File: src/rtl/rtc_win_pkg.sv
package rtc_win_pkg;
   localparam int NREG     = 8;
   localparam int OFF_W    = $clog2(NREG);
   localparam int BYTE_W   = 8;
   localparam int TIME_W   = (NREG - 1) * BYTE_W;

   localparam int OFF_CTL  = 0;
   localparam int OFF_SEC  = 1;
   localparam int OFF_MIN  = 2;
   localparam int OFF_HOUR = 3;
   localparam int OFF_DAY  = 4;
   localparam int OFF_DATE = 5;
   localparam int OFF_MON  = 6;
   localparam int OFF_YEAR = 7;

   localparam int CTL_WBIT    = 7;
   localparam int CTL_RBIT    = 6;
   localparam int SEC_STOPBIT = 7;
   localparam int DAY_FTBIT   = 6;

   function automatic logic [BYTE_W-1:0] clk_mask(input int off);
      case (off)
         OFF_SEC:  clk_mask = 8'h7F;
         OFF_MIN:  clk_mask = 8'h7F;
         OFF_HOUR: clk_mask = 8'h3F;
         OFF_DAY:  clk_mask = 8'h07;
         OFF_DATE: clk_mask = 8'h3F;
         OFF_MON:  clk_mask = 8'h1F;
         OFF_YEAR: clk_mask = 8'hFF;
         default:  clk_mask = 8'h00;
      endcase
   endfunction
endpackage

File: src/rtl/rtc_win_decode.sv
module rtc_win_decode
   import rtc_win_pkg::*;
#(
   parameter int ADDR_W = 19
) (
   input  logic              clk,
   input  logic              rst_n,
   input  logic              cs_n,
   input  logic              oe_n,
   input  logic              we_n,
   input  logic [ADDR_W-1:0] addr,
   output logic [OFF_W-1:0]  offset,
   output logic              wr_win,
   output logic [NREG-1:0]   wr_sel,
   output logic              rd_en,
   output logic              ram_cs_n
);
   logic wr_act;
   logic wr_act_q;
   logic wr_stb;
   logic in_win;

   generate
      if (ADDR_W <= OFF_W) begin : g_bad_addr
         $error("rtc_win_decode: ADDR_W must exceed the register offset width");
      end
   endgenerate

   assign wr_act = !cs_n && !we_n;

   always_ff @(posedge clk or negedge rst_n) begin
      if (!rst_n) wr_act_q <= 1'b0;
      else        wr_act_q <= wr_act;
   end

   assign wr_stb   = wr_act && !wr_act_q;
   assign in_win   = &addr[ADDR_W-1:OFF_W];
   assign offset   = addr[OFF_W-1:0];
   assign wr_win   = wr_stb && in_win;
   assign rd_en    = !cs_n && !oe_n && we_n && in_win;
   assign ram_cs_n = cs_n || in_win;

   generate
      for (genvar g = 0; g < NREG; g++) begin : g_sel
         assign wr_sel[g] = wr_win && (offset == OFF_W'(g));
      end
   endgenerate
endmodule

File: src/rtl/rtc_win_ctrl.sv
module rtc_win_ctrl
   import rtc_win_pkg::*;
#(
   parameter bit REFRESH_ON_CLEAR = 1'b0
) (
   input  logic              clk,
   input  logic              rst_n,
   input  logic              wr_ctl,
   input  logic [BYTE_W-1:0] wdata,
   input  logic              tick,
   output logic [BYTE_W-1:0] ctl_q,
   output logic              freeze,
   output logic              track,
   output logic              rfsh,
   output logic              ld_stb
);
   assign freeze = ctl_q[CTL_WBIT] || ctl_q[CTL_RBIT];

   always_ff @(posedge clk or negedge rst_n) begin
      if (!rst_n) begin
         ctl_q  <= '0;
         ld_stb <= 1'b0;
      end else begin
         ld_stb <= wr_ctl && ctl_q[CTL_WBIT] && !wdata[CTL_WBIT];
         if (wr_ctl) ctl_q <= wdata;
      end
   end

   generate
      if (REFRESH_ON_CLEAR) begin : g_fast
         logic rel;
         logic rel_q1;
         logic rel_q2;
         assign rel = wr_ctl && freeze && !wdata[CTL_WBIT] && !wdata[CTL_RBIT];
         always_ff @(posedge clk or negedge rst_n) begin
            if (!rst_n) begin
               rel_q1 <= 1'b0;
               rel_q2 <= 1'b0;
            end else begin
               rel_q1 <= rel;
               rel_q2 <= rel_q1;
            end
         end
         assign rfsh = rel_q2 && !freeze;
      end else begin : g_tick
         assign rfsh = 1'b0;
      end
   endgenerate

   assign track = (tick && !freeze) || rfsh;
endmodule

File: src/rtl/rtc_win_hold.sv
module rtc_win_hold
   import rtc_win_pkg::*;
(
   input  logic              clk,
   input  logic              rst_n,
   input  logic [NREG-1:1]   wr_sel,
   input  logic [BYTE_W-1:0] wdata,
   input  logic              track,
   input  logic [TIME_W-1:0] live,
   output logic [TIME_W-1:0] vis,
   output logic [TIME_W-1:0] vis_clk
);
   generate
      for (genvar g = 1; g < NREG; g++) begin : g_reg
         localparam logic [BYTE_W-1:0] MASK = clk_mask(g);
         localparam int LSB = (g - 1) * BYTE_W;
         logic [BYTE_W-1:0] q;
         always_ff @(posedge clk or negedge rst_n) begin
            if (!rst_n)
               q <= '0;
            else if (wr_sel[g])
               q <= wdata;
            else if (track)
               q <= (live[LSB +: BYTE_W] & MASK) | (q & ~MASK);
         end
         assign vis[LSB +: BYTE_W]     = q;
         assign vis_clk[LSB +: BYTE_W] = q & MASK;
      end
   endgenerate
endmodule

File: src/rtl/rtc_win_rdmux.sv
module rtc_win_rdmux
   import rtc_win_pkg::*;
#(
   parameter bit FT_ENABLE = 1'b1
) (
   input  logic              rd_en,
   input  logic [OFF_W-1:0]  offset,
   input  logic [BYTE_W-1:0] ctl_q,
   input  logic [TIME_W-1:0] vis,
   input  logic              hz512,
   output logic [BYTE_W-1:0] rdata
);
   logic [BYTE_W-1:0] sel_b;
   logic [BYTE_W-1:0] out_b;

   always_comb begin
      sel_b = ctl_q;
      for (int k = 1; k < NREG; k++) begin
         if (offset == OFF_W'(k)) sel_b = vis[(k-1)*BYTE_W +: BYTE_W];
      end
   end

   generate
      if (FT_ENABLE) begin : g_ft
         logic ft_on;
         assign ft_on = vis[(OFF_DAY-1)*BYTE_W + DAY_FTBIT]
                     && !vis[(OFF_SEC-1)*BYTE_W + SEC_STOPBIT]
                     && (offset == OFF_W'(OFF_SEC));
         assign out_b = {sel_b[BYTE_W-1:1], ft_on ? hz512 : sel_b[0]};
      end else begin : g_noft
         logic unused_hz;
         assign unused_hz = hz512;
         assign out_b = sel_b;
      end
   endgenerate

   assign rdata = rd_en ? out_b : '0;
endmodule

File: src/rtl/rtc_window.sv
module rtc_window
   import rtc_win_pkg::*;
#(
   parameter int ADDR_W           = 19,
   parameter bit FT_ENABLE        = 1'b1,
   parameter bit REFRESH_ON_CLEAR = 1'b0
) (
   input  logic              clk,
   input  logic              rst_n,
   input  logic              cs_n,
   input  logic              oe_n,
   input  logic              we_n,
   input  logic [ADDR_W-1:0] addr,
   input  logic [7:0]        wdata,
   output logic [7:0]        rdata,
   output logic              rdata_oe,
   output logic              ram_cs_n,
   input  logic              tick_1s,
   input  logic              hz512,
   input  logic [55:0]       live_time,
   output logic              ld_stb,
   output logic [55:0]       ld_time,
   output logic              osc_stop
);
   generate
      if (TIME_W != 56 || BYTE_W != 8) begin : g_bad_map
         $error("rtc_window: register map must be seven time bytes plus control");
      end
   endgenerate

   logic [OFF_W-1:0]  offset;
   logic              wr_win;
   logic [NREG-1:0]   wr_sel;
   logic              rd_en;
   logic [BYTE_W-1:0] ctl_q;
   logic              freeze;
   logic              track;
   logic              rfsh;
   logic [TIME_W-1:0] vis_q;
   logic [TIME_W-1:0] vis_clk;

   rtc_win_decode #(.ADDR_W(ADDR_W)) u_dec (
      .clk(clk), .rst_n(rst_n), .cs_n(cs_n), .oe_n(oe_n), .we_n(we_n),
      .addr(addr), .offset(offset), .wr_win(wr_win), .wr_sel(wr_sel),
      .rd_en(rd_en), .ram_cs_n(ram_cs_n)
   );

   rtc_win_ctrl #(.REFRESH_ON_CLEAR(REFRESH_ON_CLEAR)) u_ctl (
      .clk(clk), .rst_n(rst_n), .wr_ctl(wr_sel[OFF_CTL]), .wdata(wdata),
      .tick(tick_1s), .ctl_q(ctl_q), .freeze(freeze), .track(track),
      .rfsh(rfsh), .ld_stb(ld_stb)
   );

   rtc_win_hold u_hold (
      .clk(clk), .rst_n(rst_n), .wr_sel(wr_sel[NREG-1:1]), .wdata(wdata),
      .track(track), .live(live_time), .vis(vis_q), .vis_clk(vis_clk)
   );

   rtc_win_rdmux #(.FT_ENABLE(FT_ENABLE)) u_rd (
      .rd_en(rd_en), .offset(offset), .ctl_q(ctl_q), .vis(vis_q),
      .hz512(hz512), .rdata(rdata)
   );

   assign rdata_oe = rd_en;
   assign ld_time  = vis_clk;
   assign osc_stop = vis_q[(OFF_SEC-1)*BYTE_W + SEC_STOPBIT];
endmodule

File: config.mk
export PLATFORM = sky130hd
export DESIGN_NAME = rtc_window
export DESIGN_NICKNAME = d
export VERILOG_FILES = /design/src/rtl/rtc_win_pkg.sv /design/src/rtl/rtc_win_decode.sv /design/src/rtl/rtc_win_ctrl.sv /design/src/rtl/rtc_win_hold.sv /design/src/rtl/rtc_win_rdmux.sv /design/src/rtl/rtc_window.sv
export SDC_FILE = /design/constraint.sdc
export NUM_CORES = 1
export LEC_CHECK = 0
export BUFFER_PORTS_ARGS = -buffer_cell sky130_fd_sc_hd__clkbuf_2
export CORE_MARGIN = 3
export CORE_UTILIZATION = 46
export CTS_BUF_LIST = sky130_fd_sc_hd__clkbuf_4
export DETAILED_ROUTE_END_ITERATION = 12
export GPL_ROUTABILITY_DRIVEN = 0
export PLACE_DENSITY = 0.9
export SYNTH_ARGS = -nofsm -noshare
export SYNTH_HDL_FRONTEND = slang
export SYNTH_SLANG_ARGS = --single-unit
File: constraint.sdc
create_clock -name clk -period 1.6 [get_ports clk]
set_input_delay 0.16 -clock clk [delete_from_list [all_inputs] [get_ports clk]]
set_output_delay 0.16 -clock clk [all_outputs]
set_load 0.02 [all_outputs]
Word-level counts from Yosys, hierarchy flattened
Cells that the tools add are included.
- bits in registers: 66
- output and inout bits: 68
- bits of input ports: 90
- logic and storage cells: 83
- multiplexer cells: 23
- bitwise operators: 6
- reduce and logical (&&, ||, !) cells: 37
- equal/unequal tests: 7
- operators by type and width (kind ; number):
    $mux W8 ; 22
    $logic_and A1 B1 Y1 ; 19
    $or A6 B8 Y8 ; 2
    $or A7 B8 Y8 ; 2
    $reduce_and A16 Y1 ; 1
    $reduce_bool A2 Y1 ; 7
    $eq A3 B3 Y1 const B ; 4
    $or A3 B8 Y8 ; 1
    $or A5 B8 Y8 ; 1
    $logic_not A1 Y1 ; 7
    $eq A3 B2 Y1 const B ; 2
    $eq A3 B1 Y1 const B ; 1
    $logic_not A3 Y1 ; 1
    $logic_or A1 B1 Y1 ; 2
    $mux W1 ; 1

Longest topological paths before layout
Gate-level depths: netlist of run 1.
- depth after elaboration: 10
- depth in mapped cells: 7
- depth with buffers taken out: 5

Hierarchy
A second synthesis of run 1 with hierarchy kept.
- cells, all modules: 409
- area, all modules: 4236.6 um^2
- modules (own cells, without submodules) (module ; cells each ; sequential area each (um^2) ; area each (um^2) ; instances):
    rtc_win_hold ; 265 ; 1401.3 ; 2894.0 ; 1
    rtc_win_rdmux ; 91 ; 0.0 ; 749.5 ; 1
    rtc_win_ctrl ; 23 ; 225.2 ; 391.6 ; 1
    rtc_win_decode ; 30 ; 25.0 ; 201.4 ; 1

Worst setup path before layout of run 1
Ideal clock, no wire load.
- kind: in2out
- from: input addr[2]
- to: output rdata[4]
- cell stages on the path: 5
- setup slack: -0.187 ns
- arrival: 1.627 ns
- path buffers: 3
- data required time: 1.440 ns
- cells stage by stage: buf_2 > clkbuf_1 > clkbuf_1 > o21ai_0 > a221oi_1
- cells in the longest elaborated chain, start to end: 9
- elaborated cells between the ends (all ways): 15
- those cells by class: 7 x eq/ne; 8 x mux
- RTL lines (item ; RTL line ; source):
    start, declared ; rtc_window.sv:13 ; input logic [ADDR_W-1:0] addr,
    $eq A3 B1 Y1 ; rtc_win_rdmux.sv:19 ; if (offset == OFF_W'(k)) sel_b = vis[(k-1)*BYTE_W +: BYTE_W];
    $mux W8 (6 in series) ; rtc_win_rdmux.sv:19 ;
    $mux W8 (*) ; rtc_win_rdmux.sv:19 ;
    $mux W8 (*) ; rtc_win_rdmux.sv:37 ; assign rdata = rd_en ? out_b : '0;
    end, declared ; rtc_window.sv:15 ; output logic [7:0] rdata,
Mark *: on every way between the ends. The rest lies on a longest branch, timed or not.

Worst setup path after layout of run 1
- from: register u_ctl.ctl_q[5]
- to: output rdata[5]
- cells in the longest elaborated chain, start to end: 8
- RTL lines (item ; RTL line ; source):
    start, declared ; rtc_win_ctrl.sv:11 ; output logic [BYTE_W-1:0] ctl_q,
    start signal, assigned ; rtc_win_ctrl.sv:25 ; if (wr_ctl) ctl_q <= wdata;
    $mux W8 (7 in series) ; rtc_win_rdmux.sv:19 ;
    $mux W8 ; rtc_win_rdmux.sv:37 ;
Every way passes these cells.

==> impl_metrics.tcl, run 1 <==
set metrics [dict create \
    crit_required_ns 1.44 \
    ios 158 \
    drv_cap 0 \
    cts_tree "built" \
    setup_slack_ns -0.481 \
    muxShareOfSynthArea 0.223 \
    postSynthCellCount 410 \
    crit_path_start_kind "flop" \
    yosys.area_share.simple 0.115 \
    initial_core_util 0.483 \
    yosys.area_share.adder 0 \
    ys_warn_count 0 \
    critPathMaxFanout 2 \
    avgSynthCellArea_sq_um 9.87 \
    fin_hold_ws_ns 0.0275 \
    ys_ff_latch 66 \
    post-place-ws_ns -0.162 \
    layout-drive-gt1-share 0.465 \
    hold_viol_final 0 \
    wl_mm 12.3 \
    slew_violations 0 \
    wire_per_inst_um 18.7 \
    finalCriticalPeriod_ns 2.08 \
    violations "negative setup slack" \
    worstSetupEndpointType "primary output" \
    rsz0062_at_grt "yes" \
    diodes 0 \
    synth_edf_count 0 \
    dieHeight_um 99.8 \
    core_area_sq_um 8380 \
    status "finished, violations left" \
    clkSinkCount 66 \
    cp_data_arrival_time_ns 1.92 \
    drt_iter0_drc 458 \
    fmax_ghz 0.481 \
    async_flop_share 1.00 \
    ir_drop_mv 0.454 \
    tightest_slew_ns 0.542 \
    rows 33 \
    antenna_found_initial 0 \
    power_density_nw_per_um2 761 \
    setup_viol 8 \
    design_area_sq_um 5220 \
    cts_max_level 3 \
    synth_top_family_by_area "multiplexers" \
    synth_compound_area_frac 0.136 \
    grt_overflow 0 \
    dieArea_sq_um 9960 \
    cts_root_buf "clkbuf_4" \
    place_area_sq_um 4850 \
    worstSkewPairLatency_ns 0.43 \
    grt_max_degree 29 \
    die_width_um 99.8 \
    ant_nets 0 \
    vias 3776 \
    leakage_uw 0.00268 \
    syn_area_sq_um 4050 \
    io_buffers 129 \
    final_nets 640 \
    slew_headroom 0.639 \
    cts_made_buffers 9 \
    drt_pass1_iterations 7 \
    yosys.area_share.xor_xnor 0 \
    ys_seq_area_frac 0.408 \
    synth_cell_type_count 41 \
    grt_pass1_vias 3712 \
    path_clk_slew_ns 0.12 \
    grt_usage 0.240 \
    grt_pass1_wl_mm 18.9 \
    synth-main-ff-cell "dfrtp_1" \
    finClkSkew_ns 0.0233 \
    fin_crit_sh 1.30 \
    cts_max_path_buffers 2 \
    route.detailed.drc 0 \
    syn_to_final_growth_pct 29.1 \
    hold_class "in2reg" \
    dp_hpwl_mm 8.94 \
    critPathKind "reg2out" \
    viasPerCell 5.72 \
]
## path summary, 6_finish.rpt
| path | from | to | slack, ns | depth (start not counted) |
|---|---|---|---|---|
| worst min register to register | u_hold.g_reg[5].q[7] | u_hold.g_reg[5].q[7] | 0.52 | 1 |
| worst max register to register | u_dec.wr_act_q | u_hold.g_reg[5].q[5] | 0.03 | 6 |
| max in group asynchronous | rst_n | u_hold.g_reg[4].q[0] | 0.81 | 3 |
| min in group asynchronous | rst_n | u_ctl.ld_stb | 0.23 | 2 |
| worst max-delay path | u_ctl.ctl_q[5] | rdata[5] | -0.48 | 5 |
| worst min-delay path | live_time[42] | u_hold.g_reg[6].q[2] | 0.03 | 3 |
## cell families (layout without fill, tap and decap cells)
group           Yosys count  in the layout
compound gates           88             88
buf+inv                  80            212
flops                    66             66
mux                      85             85
other cells               1             14
simple gates             90             90
## power breakdown
part / internal, uW / leakage (uW) / switching [uW]
registers: 1770 / 0.000824 / 104
logic: 430 / 0.00178 / 564
clock network: 483 / 0.0000759 / 621
total: 2690 / 0.00268 / 1290
## synthesized netlist by cell type (all sizes together) (5+ instances only)
| master | number | share of area |
|---|---|---|
| inv | 8 | 0.0074 |
| clkbuf | 14 | 0.014 |
| o21ai | 10 | 0.012 |
| a221oi | 5 | 0.011 |
| dfrtp | 66 | 0.41 |
| nor2 | 51 | 0.047 |
| a221o | 6 | 0.015 |
| a21oi | 47 | 0.058 |
| mux2 | 32 | 0.089 |
| buf | 58 | 0.095 |
| nand4 | 10 | 0.015 |
| mux2i | 52 | 0.13 |
| nand3 | 6 | 0.0087 |
## cell usage in the layout (no fill, tap or decap), drive strengths merged, types with 2 or more instances in the layout
master and n:
o2bb2ai 2, dfrtp 66, o21ai 10, nand2 3
nor3 4, a211oi 3, nor2 51, a221o 6
conb 14, buf 63, inv 8, o22ai 4
nand3 6, nand2b 3, a221oi 5, nor4 2
a21oi 47, clkinv 4, mux2i 52, clkbuf 132
o311a 4, dlygate4sd3 3, a22oi 4, nand4 10
nor2b 2, mux2 32, nor3b 3
## worst max-delay path, cell delays in order, from the launching register on
cell and delay (ns):
dfrtp_1 0.37, inv_2 0.05, o311a_1 0.30, a221o_1 0.29
a221oi_2 0.32, buf_4 0.20
## per-layer routing
metal  vias up  part of all wire  track usage
li1       1714                 -            -
met1      1829              0.42        0.327
met2       199              0.48        0.383
met3        34             0.076       0.0452
met4         0             0.031       0.0851
met5         -                 0            0
## timing repair
action	in CTS	in global routing
buffers inserted	7	4
endpoints found under the hold margin	18	0
hold buffers	3	0
setup endpoints to repair	8	21
cloned	0	1
pin swaps	9	2
gates resized for setup	14	22
## final cells by class
class / count / area, sq um
tap: 105 / 131
fill: 676 / 3160
multi-input combinational: 277 / 2070
clock buffer: 10 / 75.1
sequential: 66 / 1650
timing repair buffer: 188 / 1200
clock inverter: 6 / 57.6
inverter: 8 / 30.0
## flip-flops by register name (all words and copies together) (netlist names)
signal          flops
u_ctl.ctl_q         8
u_ctl.ld_stb        1
u_dec.wr_act_q      1
u_hold.g.q         56
## stage by stage
stage | instances | total power, uW | util | TNS [ns]
3_3_place_gp | 629 | 2790 | 0.579 | -2.78
5_1_grt | 660 | 4130 | 0.623 | -3.74
4_1_cts | 655 | 3940 | 0.611 | -3.11
6_report | 660 | 3980 | 0.623 | -3.02
2_1_floorplan | 423 | 2530 | - | -0.00372
3_5_place_dp | 629 | 2830 | 0.579 | -4.73
Note: power is estimated with default switching activity, not from simulation.
==> inputs of run 2 (changes only) <==
PLACE_DENSITY = 0.87   (was 0.9)
REMOVE_ABC_BUFFERS = 1   (was default)
clock period = 2.7 ns   (was 1.6 ns; I/O delays follow)
==> run 2 against run 1 <==
The flow now finishes without violations. Clock skew decreased by 0.0069 ns. Worst setup slack improved by 0.85 ns. Flip-flop and latch count unchanged.
==> impl_metrics.tcl, run 2 (synthesis results as in run 1) <==
set metrics [dict create \
    layout-drive-gt1-share 0.389 \
    hold_path_end "u_dec.wr_act_q" \
    leakage_uw 0.00242 \
    hold_viol_final 0 \
    grt_pass1_wl_mm 17.8 \
    ios 158 \
    drt_iter0_drc 187 \
    critPathKind "in2out" \
    vias 3531 \
    wire_per_inst_um 18.3 \
    layout.cells.most_common "clkbuf_2" \
    ant_nets 0 \
    crit_required_ns 2.43 \
    worstSetupEndpointType "primary output" \
    setup_viol 0 \
    cts_max_level 3 \
    cp_cell_sequence "clkbuf_2 > buf_4 > mux2i_1 > nand2_1 > o311ai_0 > a221oi_1 > clkbuf_2" \
    wl_mm 11.4 \
    core_area_sq_um 8380 \
    grt_usage 0.227 \
    die_width_um 99.8 \
    max_stage_delay_ns 0.54 \
    grt_pass1_vias 3562 \
    grt_max_degree 37 \
    cpMostUsedCell "clkbuf_2" \
    clkSinkCount 66 \
    finalCriticalPeriod_ns 2.33 \
    viasPerCell 5.68 \
    largest_reg_flops 56 \
    dp_cells 606 \
    fin_crit_sh 0.862 \
    rsz0062_at_grt "no" \
    dieArea_sq_um 9960 \
    rows 33 \
    cts_made_buffers 9 \
    initial_core_util 0.483 \
    r2r_end "u_hold.g_reg[4].q[6]" \
    layout.cells.non_filler 622 \
    timing.rr.start "u_dec.wr_act_q" \
    critPathMaxFanout 35 \
    path_buf_inv 3 \
    route.detailed.drc 0 \
    cts_setup_buffers 0 \
    diodes 0 \
    cts_max_path_buffers 2 \
    finClkSkew_ns 0.0165 \
    dieHeight_um 99.8 \
    hold_class "in2reg" \
    tightest_slew_ns 0.803 \
    drv_cap 0 \
    io_buffers 129 \
    min_path_cells 2 \
    fmax_ghz 0.430 \
    path_clk_slew_ns 0.09 \
    reg2regPathDepth 5 \
    cts_tree "built" \
    antenna_found_initial 0 \
    top_regs "u_hold.g.q x56, u_ctl.ctl_q x8" \
    syn_to_final_growth_pct 17.1 \
    power_uw 2230 \
    fill_cells 754 \
    status "finished, final reports clean" \
    cp_top_family "buffers and inverters" \
    worstSkewPairLatency_ns 0.41 \
    slew_headroom 0.465 \
    holdCritStartpoint "we_n" \
    slew_violations 0 \
    cts_root_buf "clkbuf_4" \
    final_nets 603 \
    crit_path_start_kind "input port" \
    power_density_nw_per_um2 471 \
    rrSetupSlack_ns 0.69 \
    cp_data_arrival_time_ns 2.06 \
    final_cell_mix "clkbuf_2 (128), dfrtp_1 (66), mux2i_1 (52)" \
    dp_hpwl_mm 8.48 \
    fin_util 0.565 \
    grt_overflow 0 \
    ir_drop_mv 0.194 \
    drt_pass1_iterations 4 \
    slowest_stage "clkbuf_2" \
    top_register "u_hold.g.q" \
]
run 2: final cells by class:
cell class	count	area (sq um)	share of cell area
well taps	105	131	0.0277
clock inverters	5	46.3	0.00977
repair buffers	151	826	0.174
inverters	8	30.0	0.00634
clock buffers	10	75.1	0.0158
multi-input cells	277	1980	0.417
flip-flops and latches	66	1650	0.349
run 2: worst max path at each step:
stage          slack (ns)           start  depth (start not counted)                   end
2_1_floorplan       -2.72  u_ctl.ctl_q[7]                          3  u_hold.g_reg[2].q[0]
3_3_place_gp         0.40         addr[9]                          7  u_hold.g_reg[3].q[0]
3_5_place_dp         0.37         addr[9]                          7  u_hold.g_reg[3].q[2]
4_1_cts              0.43         addr[2]                          7              rdata[7]
5_1_grt              0.18         addr[2]                          6              rdata[4]
6_report             0.37         addr[2]                          7              rdata[7]
run 2: per-layer routing:
layer / part of all wire / track usage / vias to the layer above
met5: 0 / 0 / -
met4: 0.017 / 0.0935 / 0
met3: 0.074 / 0.0521 / 19
met2: 0.50 / 0.384 / 174
met1: 0.41 / 0.281 / 1704
li1: - / - / 1634
run 2: what timing repair did:
| action | CTS | global route |
|---|---|---|
| hold buffers | 1 | 0 |
| hold endpoints to repair | 32 | 0 |
| gates resized for setup | 0 | 0 |
run 2: per-stage QoR:
stage,cell area [sq um],TNS [ns],worst slack [ns],hold slack (ns)
global placement,4610,0,0.405,0.372
global route,4740,0,0.184,0.0916
floorplan,3650,-114.12,-2.72,-0.0256
detailed placement,4610,0,0.373,0.380
finish,4740,0,0.372,0.0933
CTS,4740,0,0.426,0.0747
run 2: power breakdown:
group	internal [uW]	switching, uW
clock	278	338
combinational	201	302
sequential	1050	58.4
